==> src/rtl/mpb_pkg.sv <==
// Shared types for the multiplexed host register port.
// Assumes: one 8-bit shared bus, three control pins plus chip select.
package mpb_pkg;

    typedef enum logic {
        STYLE_INTEL = 1'b0,
        STYLE_MOTO  = 1'b1
    } bus_style_e;

    // One sample of the host control pins.
    typedef struct packed {
        logic cs_n;
        logic pa;   // read pulse / data strobe
        logic pb;   // address latch / address strobe
        logic pc;   // write pulse / read-not-write
    } pin_smp_t;

    localparam pin_smp_t PIN_IDLE = '{cs_n: 1'b1, pa: 1'b1, pb: 1'b0, pc: 1'b1};

endpackage

==> src/rtl/mpb_pin_sampler.sv <==
// Samples the asynchronous host pins and bus into the clock domain.
// Keeps a current sample and the one before it for edge detection.
// Assumes: host holds each pin level for at least two clocks.
module mpb_pin_sampler
    import mpb_pkg::*;
#(
    parameter int BUS_W = 8
) (
    input  logic             clk,
    input  logic             rst_n,
    input  pin_smp_t         pins,
    input  logic [BUS_W-1:0] bus_in,
    output pin_smp_t         cur,
    output pin_smp_t         prev,
    output logic [BUS_W-1:0] bus_cur,
    output logic [BUS_W-1:0] bus_prev
);

    // Two-deep sample pipeline of pins and bus.
    always_ff @(posedge clk) begin
        if (!rst_n) begin
            cur      <= PIN_IDLE;
            prev     <= PIN_IDLE;
            bus_cur  <= '0;
            bus_prev <= '0;
        end else begin
            cur      <= pins;
            prev     <= cur;
            bus_cur  <= bus_in;
            bus_prev <= bus_cur;
        end
    end

endmodule

==> src/rtl/mpb_access_decode.sv <==
// Turns sampled pins into address-strobe, read-active and write-fire
// events according to the bus style strap.
// Assumes: bus_style is static while accesses are in progress.
module mpb_access_decode
    import mpb_pkg::*;
(
    input  logic     clk,
    input  logic     rst_n,
    input  logic     bus_style,
    input  logic     cs_n,
    input  pin_smp_t cur,
    input  pin_smp_t prev,
    output logic     addr_stb,
    output logic     rd_act,
    output logic     wr_fire
);

    logic intel_rd, intel_wr, moto_rd, moto_wr;

    // Event decode for both styles, then selected by the strap.
    always_comb begin
        addr_stb = cur.pb && !prev.pb;
        intel_rd = !cur.cs_n && !cur.pa;
        intel_wr = !prev.cs_n && !prev.pc && cur.pc;
        moto_rd  = !cur.cs_n && !cur.pa && cur.pc;
        moto_wr  = !prev.cs_n && !prev.pa && cur.pa && !prev.pc;
        if (bus_style == STYLE_MOTO) begin
            rd_act  = moto_rd;
            wr_fire = moto_wr;
        end else begin
            rd_act  = intel_rd;
            wr_fire = intel_wr;
        end
    end

    AST_WRITE_NEEDS_CS: assert property (@(posedge clk) disable iff (!rst_n)
        wr_fire |-> !$past(cs_n, 2));

    AST_MOTO_RW_EXCLUSIVE: assert property (@(posedge clk) disable iff (!rst_n)
        (bus_style && wr_fire) |-> !rd_act);

endmodule

==> src/rtl/mpb_reg_bank.sv <==
// Control registers (writable) followed by a read-only status window;
// everything above reads zero.
// Assumes: addr is stable while wr_en is high.
module mpb_reg_bank #(
    parameter int BUS_W    = 8,
    parameter int NUM_CTRL = 16,
    parameter int NUM_STAT = 4
) (
    input  logic                      clk,
    input  logic                      rst_n,
    input  logic [BUS_W-1:0]          addr,
    input  logic                      wr_en,
    input  logic [BUS_W-1:0]          wr_data,
    input  logic [NUM_STAT*BUS_W-1:0] stat_in,
    output logic [BUS_W-1:0]          rd_data,
    output logic [NUM_CTRL*BUS_W-1:0] cfg_q
);

    localparam int STAT_LO = NUM_CTRL;
    localparam int STAT_HI = NUM_CTRL + NUM_STAT;

    genvar gi;
    generate
        for (gi = 0; gi < NUM_CTRL; gi++) begin : g_ctrl
            // Control register gi: loads on a write addressed to it.
            always_ff @(posedge clk) begin
                if (!rst_n)
                    cfg_q[gi*BUS_W +: BUS_W] <= '0;
                else if (wr_en && (int'(addr) == gi))
                    cfg_q[gi*BUS_W +: BUS_W] <= wr_data;
            end
        end
    endgenerate

    // Read multiplexer across control, status and empty space.
    always_comb begin
        rd_data = '0;
        for (int k = 0; k < NUM_CTRL; k++)
            if (int'(addr) == k) rd_data = cfg_q[k*BUS_W +: BUS_W];
        for (int k = 0; k < NUM_STAT; k++)
            if (int'(addr) == STAT_LO + k) rd_data = stat_in[k*BUS_W +: BUS_W];
    end

    AST_RO_WRITE_DROPPED: assert property (@(posedge clk) disable iff (!rst_n)
        (wr_en && int'(addr) >= STAT_LO) |=> $stable(cfg_q));

    AST_EMPTY_READS_ZERO: assert property (@(posedge clk) disable iff (!rst_n)
        (int'(addr) >= STAT_HI) |-> (rd_data == '0));

endmodule

==> src/rtl/mpb_host_port.sv <==
// Host register port with a multiplexed address/data bus and strap-selected
// Intel or Motorola control semantics. Drives the bus only during reads.
// Assumes: host pins are slow relative to clk (held >= 2 clocks).
module mpb_host_port
    import mpb_pkg::*;
#(
    parameter int BUS_W    = 8,
    parameter int NUM_CTRL = 16,
    parameter int NUM_STAT = 4
) (
    input  logic                      clk,
    input  logic                      rst_n,
    input  logic                      bus_style,
    input  logic                      cs_n,
    input  logic                      pin_rd_ds,
    input  logic                      pin_ale_as,
    input  logic                      pin_wr_rw,
    input  logic [BUS_W-1:0]          bus_in,
    output logic [BUS_W-1:0]          bus_out,
    output logic                      bus_oe,
    input  logic [NUM_STAT*BUS_W-1:0] stat_in,
    output logic [NUM_CTRL*BUS_W-1:0] cfg_out
);

    pin_smp_t         pins, cur, prev;
    logic [BUS_W-1:0] bus_cur, bus_prev, addr_q, rd_data;
    logic             addr_stb, rd_act, wr_fire;

    assign pins = '{cs_n: cs_n, pa: pin_rd_ds, pb: pin_ale_as, pc: pin_wr_rw};

    mpb_pin_sampler #(.BUS_W(BUS_W)) u_smp (
        .clk(clk), .rst_n(rst_n), .pins(pins), .bus_in(bus_in),
        .cur(cur), .prev(prev), .bus_cur(bus_cur), .bus_prev(bus_prev)
    );

    mpb_access_decode u_dec (
        .clk(clk), .rst_n(rst_n), .bus_style(bus_style), .cs_n(cs_n),
        .cur(cur), .prev(prev),
        .addr_stb(addr_stb), .rd_act(rd_act), .wr_fire(wr_fire)
    );

    // Address latch: loads on the address-strobe edge, holds otherwise.
    always_ff @(posedge clk) begin
        if (!rst_n)        addr_q <= '0;
        else if (addr_stb) addr_q <= bus_cur;
    end

    mpb_reg_bank #(.BUS_W(BUS_W), .NUM_CTRL(NUM_CTRL), .NUM_STAT(NUM_STAT)) u_bank (
        .clk(clk), .rst_n(rst_n), .addr(addr_q), .wr_en(wr_fire),
        .wr_data(bus_prev), .stat_in(stat_in),
        .rd_data(rd_data), .cfg_q(cfg_out)
    );

    // Bus drive: enable and data only during a valid read.
    always_comb begin
        bus_oe  = rd_act;
        bus_out = rd_act ? rd_data : '0;
    end

    AST_OE_NEEDS_CS: assert property (@(posedge clk) disable iff (!rst_n)
        bus_oe |-> !$past(cs_n));

    AST_ADDR_HOLD: assert property (@(posedge clk) disable iff (!rst_n)
        !addr_stb |=> $stable(addr_q));

    AST_IDLE_BUS_ZERO: assert property (@(posedge clk) disable iff (!rst_n)
        !bus_oe |-> (bus_out == '0));

    AST_NO_DRIVE_ON_WRITE: assert property (@(posedge clk) disable iff (!rst_n)
        wr_fire |-> !bus_oe);

endmodule

==> config.mk <==
export PLATFORM = sky130hd
export DESIGN_NAME = mpb_host_port
export DESIGN_NICKNAME = d
export VERILOG_FILES = /design/src/rtl/mpb_pkg.sv /design/src/rtl/mpb_pin_sampler.sv /design/src/rtl/mpb_access_decode.sv /design/src/rtl/mpb_reg_bank.sv /design/src/rtl/mpb_host_port.sv
export SDC_FILE = /design/constraint.sdc
export NUM_CORES = 1
export LEC_CHECK = 0
export BUFFER_PORTS_ARGS = -buffer_cell sky130_fd_sc_hd__buf_4
export CAP_MARGIN = 20
export CORE_MARGIN = 8
export CORE_UTILIZATION = 50
export CTS_CLUSTER_DIAMETER = 40
export CTS_CLUSTER_SIZE = 10
export DETAILED_ROUTE_END_ITERATION = 10
export GPL_TIMING_DRIVEN = 0
export PLACE_DENSITY = 0.83
export SYNTH_ARGS = -nofsm -noshare
export SYNTH_HDL_FRONTEND = slang
export SYNTH_HIERARCHICAL = 1
export SYNTH_SLANG_ARGS = --single-unit
==> constraint.sdc <==
create_clock -name clk -period 2.6 [get_ports clk]
set_input_delay 0.13 -clock clk [delete_from_list [all_inputs] [get_ports clk]]
set_output_delay 0.13 -clock clk [all_outputs]
set_load 0.01 [all_outputs]
After elaboration in Yosys (flattened, before gate mapping)
Cells that the tools add are included.
{"block": "op_classes", "eq_ne": 19, "muxes": 23, "reduce_logical": 31}
{"op": "8-bit two-way mux", "count": 21}
{"op": "8-bit by 5-bit == test with 1-bit output, second input constant", "count": 8}
{"op": "8-bit by 4-bit == test with 1-bit output, second input constant", "count": 4}
{"op": "8-bit by 6-bit == test with 1-bit output, second input constant", "count": 4}
{"op": "1-bit logical AND", "count": 24}
{"op": "8-bit by 3-bit == test with 1-bit output, second input constant", "count": 2}
{"op": "8-bit by 2-bit == test with 1-bit output, second input constant", "count": 1}
{"op": "8-bit logical NOT", "count": 1}
{"op": "1-bit logical NOT", "count": 6}
{"op": "1-bit two-way mux", "count": 2}
{"block": "totals", "reg_bits": 160, "input_bits": 47, "out_inout_bits": 137, "word_cells": 100}

Depth between registers and ports, before layout
{"block": "logic_depth", "ltp_word": 22, "mapped_depth": 9, "depth_no_buf": 6}

Cells and area by module
The synthesis kept the hierarchy.
{"module": "mpb_reg_bank", "instances": 1, "cells_per_inst": 789, "area_each_um2": 6645.1, "seq_area_each_um2": 2562.5}
{"module": "mpb_pin_sampler", "instances": 1, "cells_per_inst": 50, "area_each_um2": 644.4, "seq_area_each_um2": 480.5}
{"module": "mpb_host_port", "instances": 1, "cells_per_inst": 33, "area_each_um2": 351.6, "seq_area_each_um2": 160.2}
{"module": "mpb_access_decode", "instances": 1, "cells_per_inst": 6, "area_each_um2": 43.8, "seq_area_each_um2": 0.0}

Least setup slack after synthesis
OpenSTA, ideal clock, no wires.
{"block": "synth_timing", "path_type": "reg-to-output", "start": "register addr_q[7]", "end": "output bus_out[3]", "arrival_time_ps": 2075, "t_required_ps": 2470, "path_slack_ps": 395, "stages_incl_launch_ff": 8, "path_buffers": 1, "cell_sequence": "dfxtp_1 > or4_1 > buf_6 > or3_4 > a211o_1 > a32oi_1 > a211o_1 > and2_1"}
{"block": "synth_via", "elab_chain_len": 22, "word_cells_on_any_way": 41, "cone_classes": "eq/ne (19); mux (21); reduce/logical (1)"}
{"item": "from (decl)", "line": "mpb_host_port.sv:26", "text": "logic [BUS_W-1:0] bus_cur, bus_prev, addr_q, rd_data;"}
{"item": "from (signal assigned)", "line": "mpb_host_port.sv:45", "text": "else if (addr_stb) addr_q <= bus_cur;"}
{"item": "8-bit logical NOT", "line": "mpb_reg_bank.sv:39", "text": "if (int'(addr) == k) rd_data = cfg_q[k*BUS_W +: BUS_W];"}
{"item": "8-bit two-way mux (16 in a row)", "line": "mpb_reg_bank.sv:39"}
{"item": "8-bit two-way mux (3 in a row)", "line": "mpb_reg_bank.sv:41", "text": "if (int'(addr) == STAT_LO + k) rd_data = stat_in[k*BUS_W +: BUS_W];"}
{"item": "8-bit two-way mux *", "line": "mpb_reg_bank.sv:41"}
{"item": "via rd_data[3]", "line": "mpb_host_port.sv:26"}
{"item": "8-bit two-way mux *", "line": "mpb_host_port.sv:57", "text": "bus_out = rd_act ? rd_data : '0;"}
{"item": "to (decl)", "line": "mpb_host_port.sv:19", "text": "output logic [BUS_W-1:0] bus_out,"}
The timed path passes the listed nets; every way through them passes the cells marked *.

Worst setup path after layout
Ends and elaborated chain as after synthesis.

==> reports/metrics.cfg <==
[route]
ant_nets = 0
dr_total_vias = 8069
first_iter_violations = 1034
post_drt_wl_per_cell_um = 24.6
totalWireLength_um = 32300
detail_route.first_pass.iterations = 6
drc_errors = 0
route.detailed.vias_per_inst = 6.15

[setup_path]
largest_delay_share_family_worst_path = simple AND/OR/NAND/NOR gates
setup.reg_to_reg.worst_slack_ns = 0.16
crit_buf_inv = 2
cp_cell_sequence = or4_4, buf_6, or3_4, a211o_1, a32oi_2, a211o_1, and2_4, buf_6
worstSetupEndpointType = output pin
worst_path_max_delay_cell = or4_4
setup.worst_path.start_class = register
worst_r2r_endpoint = u_bank/cfg_q[116]
critical_path_fanout_max = 5
crit_arrival_ns = 2.73
critical_path_required_ns = 2.47
max_stage_delay_ns = 0.54
criticalPathCategory = register to output pin
rr_startpoint = u_smp/cur[0]
depth_of_the_worst_register_to_register_path = 7

[global_routing]
grt_overflow_total = 0
antenna_violations_before_repair = 0
grt_pass1_wl_um = 47100
grt_pass1_vias = 7854
maximum_number_of_pins_on_one_net_before_global_route_repair = 17
grt_use_total = 0.316

[logic_synthesis]
netlist-cell-type-count = 61
postSynthAreaPerCell_um2 = 8.75
synth-adder-area-share = 0
netlist_area_um2 = 7680
yosysSeqAreaShare = 0.417
synth.area.top_cells = dfxtp_1 (42%), nand2_1 (9.6%), a21boi_0 (8.2%), mux2i_1 (7.9%), nor2b_1 (4.9%)
syn_nets = 925
synth-main-ff-cell = dfxtp_1
synth_mux_area_frac = 0.118
synth_compound_gate_area_share = 0.183
largest_family_of_logic_cells_by_synthesized_area = simple AND/OR/NAND/NOR gates
ys_warn_count = 6
yosys.area.top_type = dfxtp_1
synth.ff_latch_count = 160
ys_async_sr_fraction = 0
synthXorXnorAreaFrac = 0
synthesis.instances = 878
synth-edff-count = 0
post_synthesis_share_of_cell_area_spent_on_and_or_nand_and_nor_gates = 0.245
yosysTopAreaCellShare = 0.417

[floorplanning]
placeableCoreArea_um2 = 15100
die_y_um = 140
initial_utilization = 0.509
boundaryPins = 184
die_area_um2 = 19600
die-width_um = 140
std_cell_rows = 45

[finish]
design.final.nets = 1160
num_antenna_cells = 0
final_layout_size_suffix_gt1_frac = 0.303
layout.cells.most_common_list = buf_4 (204), nand2_1 (194), dfxtp_1 (153), a21boi_0 (84), mux2i_1 (61)
fin_cells = 1312
syn2layout_area_growth_pct = 37.1
layout_commonest_cell = buf_4

[min_path]
min_delay_worst_endpoint = addr_q[2]
worstHoldPathType = input port to register
min-delay-start = rst_n
whs_path_depth = 2

[clock_tree]
clock-sinks = 160
cts_max_level = 4
cts-buffers-inserted = 17
cts.path.max_buffers = 2
root_buffer = clkbuf_16
cts.reportedPaths.clkPinSlew_ns = 0.06
cts_tree = built
clkLatencyLatePin_ns = 0.43

[placement]
portBuffers = 183
gpl.final_weighted_congestion = 1.02
place_ws_ns = -0.900
post-place-cells = 1249
dpl.hpwl_um = 22900

[timing]
final.period_utilization = 1.10
unrepaired_setup_endpoints_after_global_routing = true
worst_slew_pin_slew_ns = 1.09
hold_slack_ns = 0.0427
setup_slack_ns = -0.257
fin_setup_tns_ns = -1.23
timing_max_transition_violations_final = 0
hold_viol = 0
final_report_setup_violation_count = 8
finClkSkew_ns = 0.00542
clock.fmax_mhz = 350
final.min_clock_period_ns = 2.86
rel_slew_slack = 0.268

[power_and_ir_drop]
power.density_cell_area_nw_per_um2 = 515
totalPowerFinal_mw = 5.43
power.ir.vdd_worst_mv = 0.392
total_leakage_power_nw = 4.10

[outcome]
run_status = finished, violations left
violated_checks = setup timing

[flow_run]
drv.max_cap_violation_count = 0

[area by class of cell]
cell class	instances	area (um2)
clock buffers	22	474
well taps	188	235
plain buffers	58	390
fillers	1191	4550
inverters	6	26.3
repair buffers	219	1720
multi-input cells	651	4370
flip-flops and latches	160	3220
clock inverters	8	106
[cells in the mapped netlist, drive strengths merged (2+ instances only)]
master   number
nand2       196
dfxtp       160
a21boi       87
mux2i        61
nor2b        60
clkbuf       43
and2         34
o21ai        26
nor2         23
buf          18
a21oi        17
nand3        17
nor3         12
nand2b       11
mux4         10
a211oi        9
a31oi         8
o22ai         7
a22oi         6
a32oi         6
mux2          6
a221oi        5
and3          5
o221ai        5
inv           4
a221o         3
or2b          3
or3           3
a211o         2
a21o          2
a22o          2
a2bb2oi       2
clkinv        2
nand3b        2
nand4         2
nor3b         2
nor4          2
o211ai        2
o2bb2ai       2
o32a          2
or3b          2
[where the power goes]
group	switching, mW	total [mW]	leakage, nW	internal, mW
clock	1.01	2.49	0.279	1.48
sequential	0.0299	2.50	1.30	2.47
combinational	0.235	0.437	2.52	0.201
total	1.28	5.43	4.10	4.16
[worst register-to-register path, delay by kind of cell, from the launching register on]
family	cells	cell delay, ns
AOI/OAI and AO/OA	2	0.41
DFF	1	0.39
buffers and inverters	2	0.79
and+or+nand+nor	3	0.72
[routing by layer]
layer	track usage	up-vias	part of all wire
met2	0.490	618	0.44
met3	0.0938	131	0.13
met5	0	-	0
met1	0.393	3801	0.38
met4	0.159	0	0.047
li1	-	3519	-
[worst max-delay path by stage]
stage | start | endpoint | depth (start not counted)
2_1_floorplan | addr_q[7] | bus_out[3] | 7
3_3_place_gp | addr_q[1] | bus_out[4] | 9
3_5_place_dp | addr_q[1] | bus_out[4] | 9
4_1_cts | addr_q[7] | bus_out[3] | 8
5_1_grt | addr_q[7] | bus_out[3] | 8
6_report | addr_q[7] | bus_out[3] | 8
[metrics by stage]
stage,area [um2],util
2_1_floorplan,7680,-
3_3_place_gp,9290,0.616
3_5_place_dp,9290,0.616
4_1_cts,10400,0.691
5_1_grt,10500,0.698
6_report,10500,0.698
[state kept, by name (all words and copies together), names as in the netlist]
name	cells
u_smp/bus_cur	8
addr_q	8
u_smp/cur	4
u_bank/cfg_q	128
u_smp/bus_prev	8
u_smp/prev	4
[kinds of logic after synthesis]
group | after synthesis
AO/OA/AOI/OAI | 197
AND/OR/NAND/NOR | 377
buffers and inverters | 67
multiplexers | 77
flip-flops | 160
[repair_timing]
| item | 4_1_cts | 5_1_grt |
|---|---|---|
| gates cloned | 1 | 0 |
| hold buffers | 13 | 0 |
| setup buffers | 17 | 5 |
| hold endpoints to repair | 12 | 0 |
| resized for setup | 86 | 26 |
| endpoints found under the setup margin | 33 | 57 |
| pin swaps | 22 | 6 |
Power figures use the tool's default switching activity.
